**config.mk**
```make
export PLATFORM = sky130hd
export DESIGN_NAME = txdom_guard
export DESIGN_NICKNAME = d
export VERILOG_FILES = /design/src/rtl/tdg_pkg.sv /design/src/rtl/tdg_edge.sv /design/src/rtl/tdg_timer.sv /design/src/rtl/tdg_outstage.sv /design/src/rtl/txdom_guard.sv
export SDC_FILE = /design/constraint.sdc
export NUM_CORES = 1
export LEC_CHECK = 0
export ABC_CLOCK_PERIOD_IN_PS = 850
export BUFFER_PORTS_ARGS = -buffer_cell sky130_fd_sc_hd__buf_2
export CORE_MARGIN = 3
export CORE_UTILIZATION = 40
export DETAILED_ROUTE_END_ITERATION = 16
export HOLD_SLACK_MARGIN = 0.12
export PLACE_DENSITY = 0.6
export SLEW_MARGIN = 10
export SYNTH_ARGS = -nofsm -noshare
export SYNTH_HDL_FRONTEND = slang
export SYNTH_SLANG_ARGS = --single-unit
```
**constraint.sdc**
```tcl
create_clock -name clk_i -period 0.85 [get_ports clk_i]
set_input_delay 0.17 -clock clk_i [delete_from_list [all_inputs] [get_ports clk_i]]
set_output_delay 0.17 -clock clk_i [all_outputs]
set_load 0.005 [all_outputs]
```
**src/rtl/tdg_pkg.sv**
```systemverilog
package tdg_pkg;
  localparam logic LVL_DOM = 1'b0;
  localparam logic LVL_REC = 1'b1;

  function automatic int unsigned tdg_cnt_width(input int unsigned limit);
    return (limit < 2) ? 1 : $clog2(limit + 1);
  endfunction
endpackage

```
**src/rtl/tdg_edge.sv**
```systemverilog
module tdg_edge
  import tdg_pkg::*;
(
  input  logic clk_i,
  input  logic rst_ni,
  input  logic tx_i,
  output logic fall_o,
  output logic rise_o
);
  logic tx_q, tx_d;

  always_comb begin
    tx_d = tx_i;
  end

  always_ff @(posedge clk_i or negedge rst_ni) begin
    if (!rst_ni) tx_q <= LVL_REC;
    else         tx_q <= tx_d;
  end

  assign fall_o = (tx_q == LVL_REC) && (tx_i == LVL_DOM);
  assign rise_o = (tx_q == LVL_DOM) && (tx_i == LVL_REC);
endmodule

```
**src/rtl/tdg_timer.sv**
```systemverilog
module tdg_timer
  import tdg_pkg::*;
#(
  parameter int unsigned TIMEOUT_CYC = 60000
) (
  input  logic clk_i,
  input  logic rst_ni,
  input  logic act_i,
  input  logic fall_i,
  input  logic rise_i,
  input  logic tx_i,
  output logic reach_o
);
  localparam int unsigned CNT_W = tdg_cnt_width(TIMEOUT_CYC);
  localparam logic [CNT_W-1:0] LIMIT = CNT_W'(TIMEOUT_CYC);
  localparam logic [CNT_W-1:0] ONE   = CNT_W'(1);

  logic [CNT_W-1:0] cnt_q, cnt_d;
  logic             arm_q, arm_d;
  logic             cnt_en;

  always_comb begin
    cnt_d = cnt_q;
    arm_d = arm_q;
    if (!act_i || rise_i) begin
      cnt_d = '0;
      arm_d = 1'b0;
    end else if (fall_i) begin
      cnt_d = ONE;
      arm_d = 1'b1;
    end else if (arm_q && (tx_i == LVL_DOM) && (cnt_q != LIMIT)) begin
      cnt_d = cnt_q + ONE;
    end
  end

  assign cnt_en  = (cnt_d != cnt_q) || (arm_d != arm_q);
  assign reach_o = arm_d && (cnt_d >= LIMIT);

  always_ff @(posedge clk_i or negedge rst_ni) begin
    if (!rst_ni) begin
      cnt_q <= '0;
      arm_q <= 1'b0;
    end else if (cnt_en) begin
      cnt_q <= cnt_d;
      arm_q <= arm_d;
    end
  end


  cnt_sat_chk: assert property (@(posedge clk_i) disable iff (!rst_ni)
    cnt_q <= LIMIT);


  start_on_fall_chk: assert property (@(posedge clk_i) disable iff (!rst_ni)
    (act_i && fall_i) |=> (cnt_q == ONE));
endmodule

```
**src/rtl/tdg_outstage.sv**
```systemverilog
module tdg_outstage
  import tdg_pkg::*;
(
  input  logic clk_i,
  input  logic rst_ni,
  input  logic act_i,
  input  logic rise_i,
  input  logic reach_i,
  input  logic tx_i,
  output logic drv_en_o,
  output logic drv_data_o,
  output logic fault_o
);
  logic fault_q, fault_d;
  logic en_q, en_d;
  logic dat_q, dat_d;

  always_comb begin
    fault_d = fault_q;
    if (!act_i)       fault_d = 1'b0;
    else if (rise_i)  fault_d = 1'b0;
    else if (reach_i) fault_d = 1'b1;
    en_d  = act_i && !fault_d;
    dat_d = en_d ? tx_i : LVL_REC;
  end

  always_ff @(posedge clk_i or negedge rst_ni) begin
    if (!rst_ni) begin
      fault_q <= 1'b0;
      en_q    <= 1'b0;
      dat_q   <= LVL_REC;
    end else begin
      fault_q <= fault_d;
      en_q    <= en_d;
      dat_q   <= dat_d;
    end
  end

  assign drv_en_o   = en_q;
  assign drv_data_o = dat_q;
  assign fault_o    = fault_q;


  rise_clears_chk: assert property (@(posedge clk_i) disable iff (!rst_ni)
    (act_i && rise_i) |=> (!fault_q && en_q));


  idle_clears_chk: assert property (@(posedge clk_i) disable iff (!rst_ni)
    !act_i |=> (!fault_q && !en_q && dat_q == LVL_REC));


  set_by_expiry_chk: assert property (@(posedge clk_i) disable iff (!rst_ni)
    $rose(fault_q) |-> $past(reach_i));
endmodule

```
**src/rtl/txdom_guard.sv**
```systemverilog
module txdom_guard
  import tdg_pkg::*;
#(
  parameter int unsigned TIMEOUT_CYC = 60000
) (
  input  logic clk_i,
  input  logic rst_ni,
  input  logic act_mode_i,
  input  logic tx_data_i,
  input  logic bus_rx_i,
  output logic drv_en_o,
  output logic drv_data_o,
  output logic rx_data_o,
  output logic flt_n_o
);
  logic [1:0] rst_sync_q;
  logic       rst_n;
  logic       fall, rise, reach, fault;

  always_ff @(posedge clk_i or negedge rst_ni) begin
    if (!rst_ni) rst_sync_q <= 2'b00;
    else         rst_sync_q <= {rst_sync_q[0], 1'b1};
  end
  assign rst_n = rst_sync_q[1];

  tdg_edge u_edge (
    .clk_i  (clk_i),
    .rst_ni (rst_n),
    .tx_i   (tx_data_i),
    .fall_o (fall),
    .rise_o (rise)
  );

  tdg_timer #(.TIMEOUT_CYC(TIMEOUT_CYC)) u_timer (
    .clk_i   (clk_i),
    .rst_ni  (rst_n),
    .act_i   (act_mode_i),
    .fall_i  (fall),
    .rise_i  (rise),
    .tx_i    (tx_data_i),
    .reach_o (reach)
  );

  tdg_outstage u_out (
    .clk_i      (clk_i),
    .rst_ni     (rst_n),
    .act_i      (act_mode_i),
    .rise_i     (rise),
    .reach_i    (reach),
    .tx_i       (tx_data_i),
    .drv_en_o   (drv_en_o),
    .drv_data_o (drv_data_o),
    .fault_o    (fault)
  );

  assign rx_data_o = bus_rx_i;
  assign flt_n_o   = !fault;


  fault_releases_bus_chk: assert property (@(posedge clk_i) disable iff (!rst_n)
    !flt_n_o |-> (!drv_en_o && drv_data_o == LVL_REC));
endmodule

```
Word-level counts from Yosys, hierarchy flattened. Cells that the tools add are included.

Add/subtract/negate cells: 1. $lt $le $gt $ge: 1. Eq/ne operators: 3. Multiplexer cells: 9. Bitwise gates (word level): 2. Reductions and logical operators: 11.

Operator list (number): two-way mux 16 bit (3); adder 16 x 1 -> 16 bit (second input constant) (1); >= comparator 16 bit (second input constant) (1); != test 16 bit (1); != test 16 bit (second input constant) (1); logical AND 1 bit (6); two-way mux 1 bit (6); logical NOT 1 bit (3); logical OR 1 bit (2); inverter 1 bit (2); != test 1 bit (1).

Register bits after elaboration: 23. Input bits: 5.

Depth between registers and ports, before layout.
Depth after elaboration: 14. Gate-level depth with buffers: 9. Gate-level depth less buffers: 8.

By module. Synthesis repeated with hierarchy kept, for this count alone.

Cells, all modules: 139. Area total of the unflattened synthesis: 1350.0 sq um.

Modules (own cells, without submodules): tdg_timer (times used 1, cells each 123, area an instance 1127.3 sq um, seq. area each 425.4 sq um); tdg_outstage (times used 1, cells each 8, area an instance 116.4 sq um, seq. area each 76.3 sq um); txdom_guard (times used 1, cells each 5, area an instance 65.1 sq um, seq. area each 50.0 sq um); tdg_edge (times used 1, cells each 3, area an instance 41.3 sq um, seq. area each 26.3 sq um).

Worst setup path before layout. No wires, ideal clock.

Path type: register -> register. From: register u_timer.cnt_q[0]. To: register u_out.en_q, in the netlist u_out.drv_en_o. Arrival: 1729 ps. Required time: 785 ps. Slack: -944 ps. Cell stages (with the launch flop): 8. Buffers on the path: 0. Cell sequence: dfrtp_1 ha_1 and4_1 o2111a_1 o211ai_1 nand3_1 a311oi_2 o21a_1.

Longest elaborated chain between the ends: 12.

Ends and longest elaborated chain: from (decl) (RTL line tdg_timer.sv:18) `logic [CNT_W-1:0] cnt_q, cnt_d;`; from (signal assigned) (RTL line tdg_timer.sv:44) `cnt_q <= cnt_d;`; branches (longest 2 deep; another with adder 16 x 1 -> 16 bit); two-way mux 16 bit * (RTL line tdg_timer.sv:31) `end else if (arm_q && (tx_i == LVL_DOM) && (cnt_q != LIMIT)) begin`; two-way mux 16 bit * (RTL line tdg_timer.sv:28) `end else if (fall_i) begin`; two-way mux 16 bit * (RTL line tdg_timer.sv:25) `if (!act_i || rise_i) begin`; >= comparator 16 bit * (RTL line tdg_timer.sv:37) `assign reach_o = arm_d && (cnt_d >= LIMIT);`; logical AND 1 bit * (RTL line tdg_timer.sv:37); two-way mux 1 bit * (RTL line tdg_outstage.sv:22) `else if (reach_i) fault_d = 1'b1;`; two-way mux 1 bit * (RTL line tdg_outstage.sv:21) `else if (rise_i) fault_d = 1'b0;`; two-way mux 1 bit * (RTL line tdg_outstage.sv:20) `if (!act_i) fault_d = 1'b0;`; logical NOT 1 bit * (RTL line tdg_outstage.sv:23) `en_d = act_i && !fault_d;`; logical AND 1 bit * (RTL line tdg_outstage.sv:23); named net u_out.en_d (RTL line tdg_outstage.sv:15) `logic en_q, en_d;`; to (signal assigned) (RTL line tdg_outstage.sv:34) `en_q <= en_d;`; to (decl) (RTL line tdg_outstage.sv:15).

Mark *: on every way through the listed nets, which the timed path passes. A chain may end at the register's enable or synchronous reset.

Final worst setup path.
From: register u_timer.cnt_q[4]. To: register u_out.en_q, in the netlist u_out.drv_en_o.

Same word-level chain as after synthesis.

==> impl_metrics.py <==
metrics = {
    "run_status": {
        "status": "complete, but fails checks",
        "failed_checks": "setup timing",
    },
    "routing": {
        "final_antenna_net_count": 0,
        "drc_errors": 0,
        "first_pass_iters": 4,
        "vias": 1274,
        "wl_per_cell_um": 15.2,
        "via_per_inst": 5.33,
        "wl_um": 3640,
        "drt_iter0_markers": 73,
    },
    "power_and_ir_drop": {
        "peakVddDrop_mv": 0.786,
        "p_leak_nw": 0.907,
        "powerDensity_nw_per_um2": 950,
    },
    "yosys": {
        "ys.flop_type": "dfrtp_1",
        "yosys.area_share.simple_pct": 29.1,
        "async_flop_share_pct": 100,
        "yosys_warnings": 0,
        "synth_edf_count": 0,
        "yosysUniqueCellTypes": 38,
        "ys_ff_latch": 23,
        "synth_top_family_by_area": "simple AND/OR/NAND/NOR gates",
        "synth_compound_area_share_pct": 7.45,
        "synth_adder_area_share_pct": 1.93,
        "synth.avg_cell_area_um2": 9.73,
        "synth.area.mux_share_pct": 1.55,
        "seq_area_frac_synth_pct": 44.7,
        "syn-instance-count": 133,
        "synth_xor_area_share_pct": 9.48,
        "syn_area_um2": 1290,
        "synth_nets": 140,
    },
    "critical_path": {
        "critPathRequiredTime_ns": 1.12,
        "cp_cell_sequence": "nand3_4, or4_1, o21ai_1, nand3_2, a311oi_2, o21a_1",
        "cpPeakStageDelay_ns": 0.56,
        "endpoint_kind": "flop",
        "cp_top_family": "simple AND/OR/NAND/NOR gates",
        "path_class": "flop to flop",
        "worstPathArrival_ns": 2.30,
        "critPathMaxFanout": 7,
        "critPathLaunchType": "flop",
        "crit_slowest_cell": "or4_1",
        "path_buf_inv": 0,
    },
    "clock_network": {
        "cts_made_buffers": 3,
        "cts_max_path_buffers": 2,
        "path_clk_slew_ns": 0.14,
        "cts-root-buf": "clkbuf_4",
        "htreeDepth": 1,
        "cts_sinks": 23,
        "clock_latency_ns": 0.32,
        "cts_tree": "built",
    },
    "sta": {
        "clock_skew_ns": 0.00923,
        "slew_viol_final": 0,
        "fin_ws_ns": -1.18,
        "finalSetupViolCount": 23,
        "rsz0062_at_grt": "true",
        "period_needed_ns": 2.03,
        "final_hold_viol_count": 0,
        "fin_crit_sh_pct": 239,
        "setup_tns_ns": -16.51,
        "max_freq_ghz": 0.493,
    },
    "finish": {
        "seqCellArea_um2": 582,
        "n_fill_cell": 245,
        "nets": 203,
        "final_common_cell": "buf_4",
        "area.growth.synth_to_final_pct": 57.4,
        "finalCoreUtilization_pct": 66.2,
        "final_cell_mix": "buf_4, dfrtp_1, nor2_1",
        "fin_cells": 239,
        "layout-drive-gt1-share_pct": 52.3,
        "multi_input_area_um2": 840,
        "antenna_cells": 0,
    },
    "global_route": {
        "grt_pass1_wl_um": 5490,
        "grt_antenna_before_repair": 0,
        "grt_pass1_vias": 1259,
        "grt_max_degree": 15,
        "grt_util_all_layers_pct": 17.1,
        "grt_overflow": 0,
    },
    "place": {
        "place_inst": 218,
        "dp_hpwl_um": 2300,
        "numPortBuffers": 6,
        "gp_congestion": 0.891,
    },
    "floorplan": {
        "coreArea_um2": 3080,
        "initial_utilization_pct": 42.0,
        "num_rows": 20,
        "dieArea_um2": 3950,
        "die_y_um": 62.9,
        "die-width_um": 62.9,
        "io_pins": 9,
    },
    "flow_run": {
        "drv_cap": 0,
    },
    "hold_path": {
        "hold_class": "flop to asynchronous set/reset pin",
    },
}
-- per-stage QoR --
step	worst slack [ns]	instance area (um2)	hold slack [ns]	total power [mW]
after floorplan	-0.876	1370	-0.126	1.27
after global placement	-1.01	1690	-0.0448	1.36
after detailed placement	-1.05	1690	-0.0425	1.36
after CTS	-1.07	1850	0.121	1.90
after global routing	-1.27	2040	0.188	2.04
final	-1.18	2040	0.189	1.93
-- cell families after synthesis --
kind of cell	Yosys count
xor gates and xnor gates	14
buffers and inverters	13
adders and majority gates	2
AOI/OAI and AO/OA	13
DFF	23
other	1
muxes	2
and+or+nand+nor	65
-- final timing paths --
| kind | slack [ns] | to | startpoint | cells past startpoint |
|---|---|---|---|---|
| hold / removal | 0.19 | u_timer.arm_q$_DFFE_PN0P_ | rst_sync_q[1]$_DFF_PN0_ | 1 |
| max in group asynchronous | 0.08 | rst_sync_q[0]$_DFF_PN0_ | rst_ni | 3 |
| setup / recovery | -1.18 | u_out.drv_en_o$_DFF_PN0_ | u_timer.cnt_q[4]$_DFFE_PN0P_ | 6 |
| setup reg to reg | -1.18 | u_out.drv_en_o$_DFF_PN0_ | u_timer.cnt_q[4]$_DFFE_PN0P_ | 6 |
| min in group clk_i | 0.20 | u_out.drv_data_o$_DFF_PN1_ | act_mode_i | 3 |
| hold reg to reg | 0.19 | u_timer.arm_q$_DFFE_PN0P_ | rst_sync_q[1]$_DFF_PN0_ | 1 |
-- Yosys cell counts, drive strengths merged, types with 2 or more instances --
| cell type | instances | share of area, % |
|---|---|---|
| and4 | 2 | 1.4 |
| mux2i | 2 | 1.5 |
| o211ai | 2 | 1.2 |
| nand4 | 7 | 3.4 |
| nor4 | 5 | 3.4 |
| dfstp | 2 | 4.1 |
| nand2 | 11 | 3.2 |
| a21oi | 3 | 1.2 |
| clkbuf | 2 | 0.58 |
| nand3b | 4 | 2.3 |
| nor3 | 4 | 1.5 |
| inv | 7 | 2.0 |
| o21ai | 2 | 0.77 |
| ha | 2 | 1.9 |
| dfrtp | 21 | 41 |
| xor2 | 6 | 4.1 |
| nor2 | 17 | 4.9 |
| xnor2 | 8 | 5.4 |
| nand3 | 7 | 3.7 |
| buf | 4 | 2.9 |
-- per-layer routing --
layer	wire [um]	vias to the layer above	track usage, %
li1	-	596	-
met1	1470	631	22.2
met2	1860	38	29.0
met3	243	9	2.16
met4	69	0	6.34
met5	0	-	0
-- area by class of cell --
type / instances / share of cell area (%)
multi-input cells: 97 / 41.2
flip-flops and latches: 23 / 28.6
repair buffers: 64 / 24.6
well taps: 44 / 2.70
inverters: 7 / 1.41
clock buffers: 3 / 1.11
clock inverters: 1 / 0.369
-- where the power goes --
group	switching [mW]	leakage [nW]	internal [mW]	total (mW)
Combinational	0.127	0.592	0.133	0.260
Clock	0.356	0.0139	0.179	0.536
Sequential	0.0204	0.302	1.12	1.14
-- sequential cells by signal, indices dropped and copies added, names as in the netlist --
signal / count
u_timer.arm_q: 1
u_timer.cnt_q: 16
u_out.drv_en_o: 1
u_out.fault_o: 1
u_out.drv_data_o: 1
u_edge.tx_q: 1
rst_sync_q: 2
-- repair_timing --
action                                 4_1_cts  5_1_grt
setup endpoints to repair                   23       23
resized for setup                           13       27
pin swaps                                    7       27
setup buffers                                8        9
endpoints found under the hold margin        3        3
hold buffers                                 2        2
(Power assumes the default switching activity.)
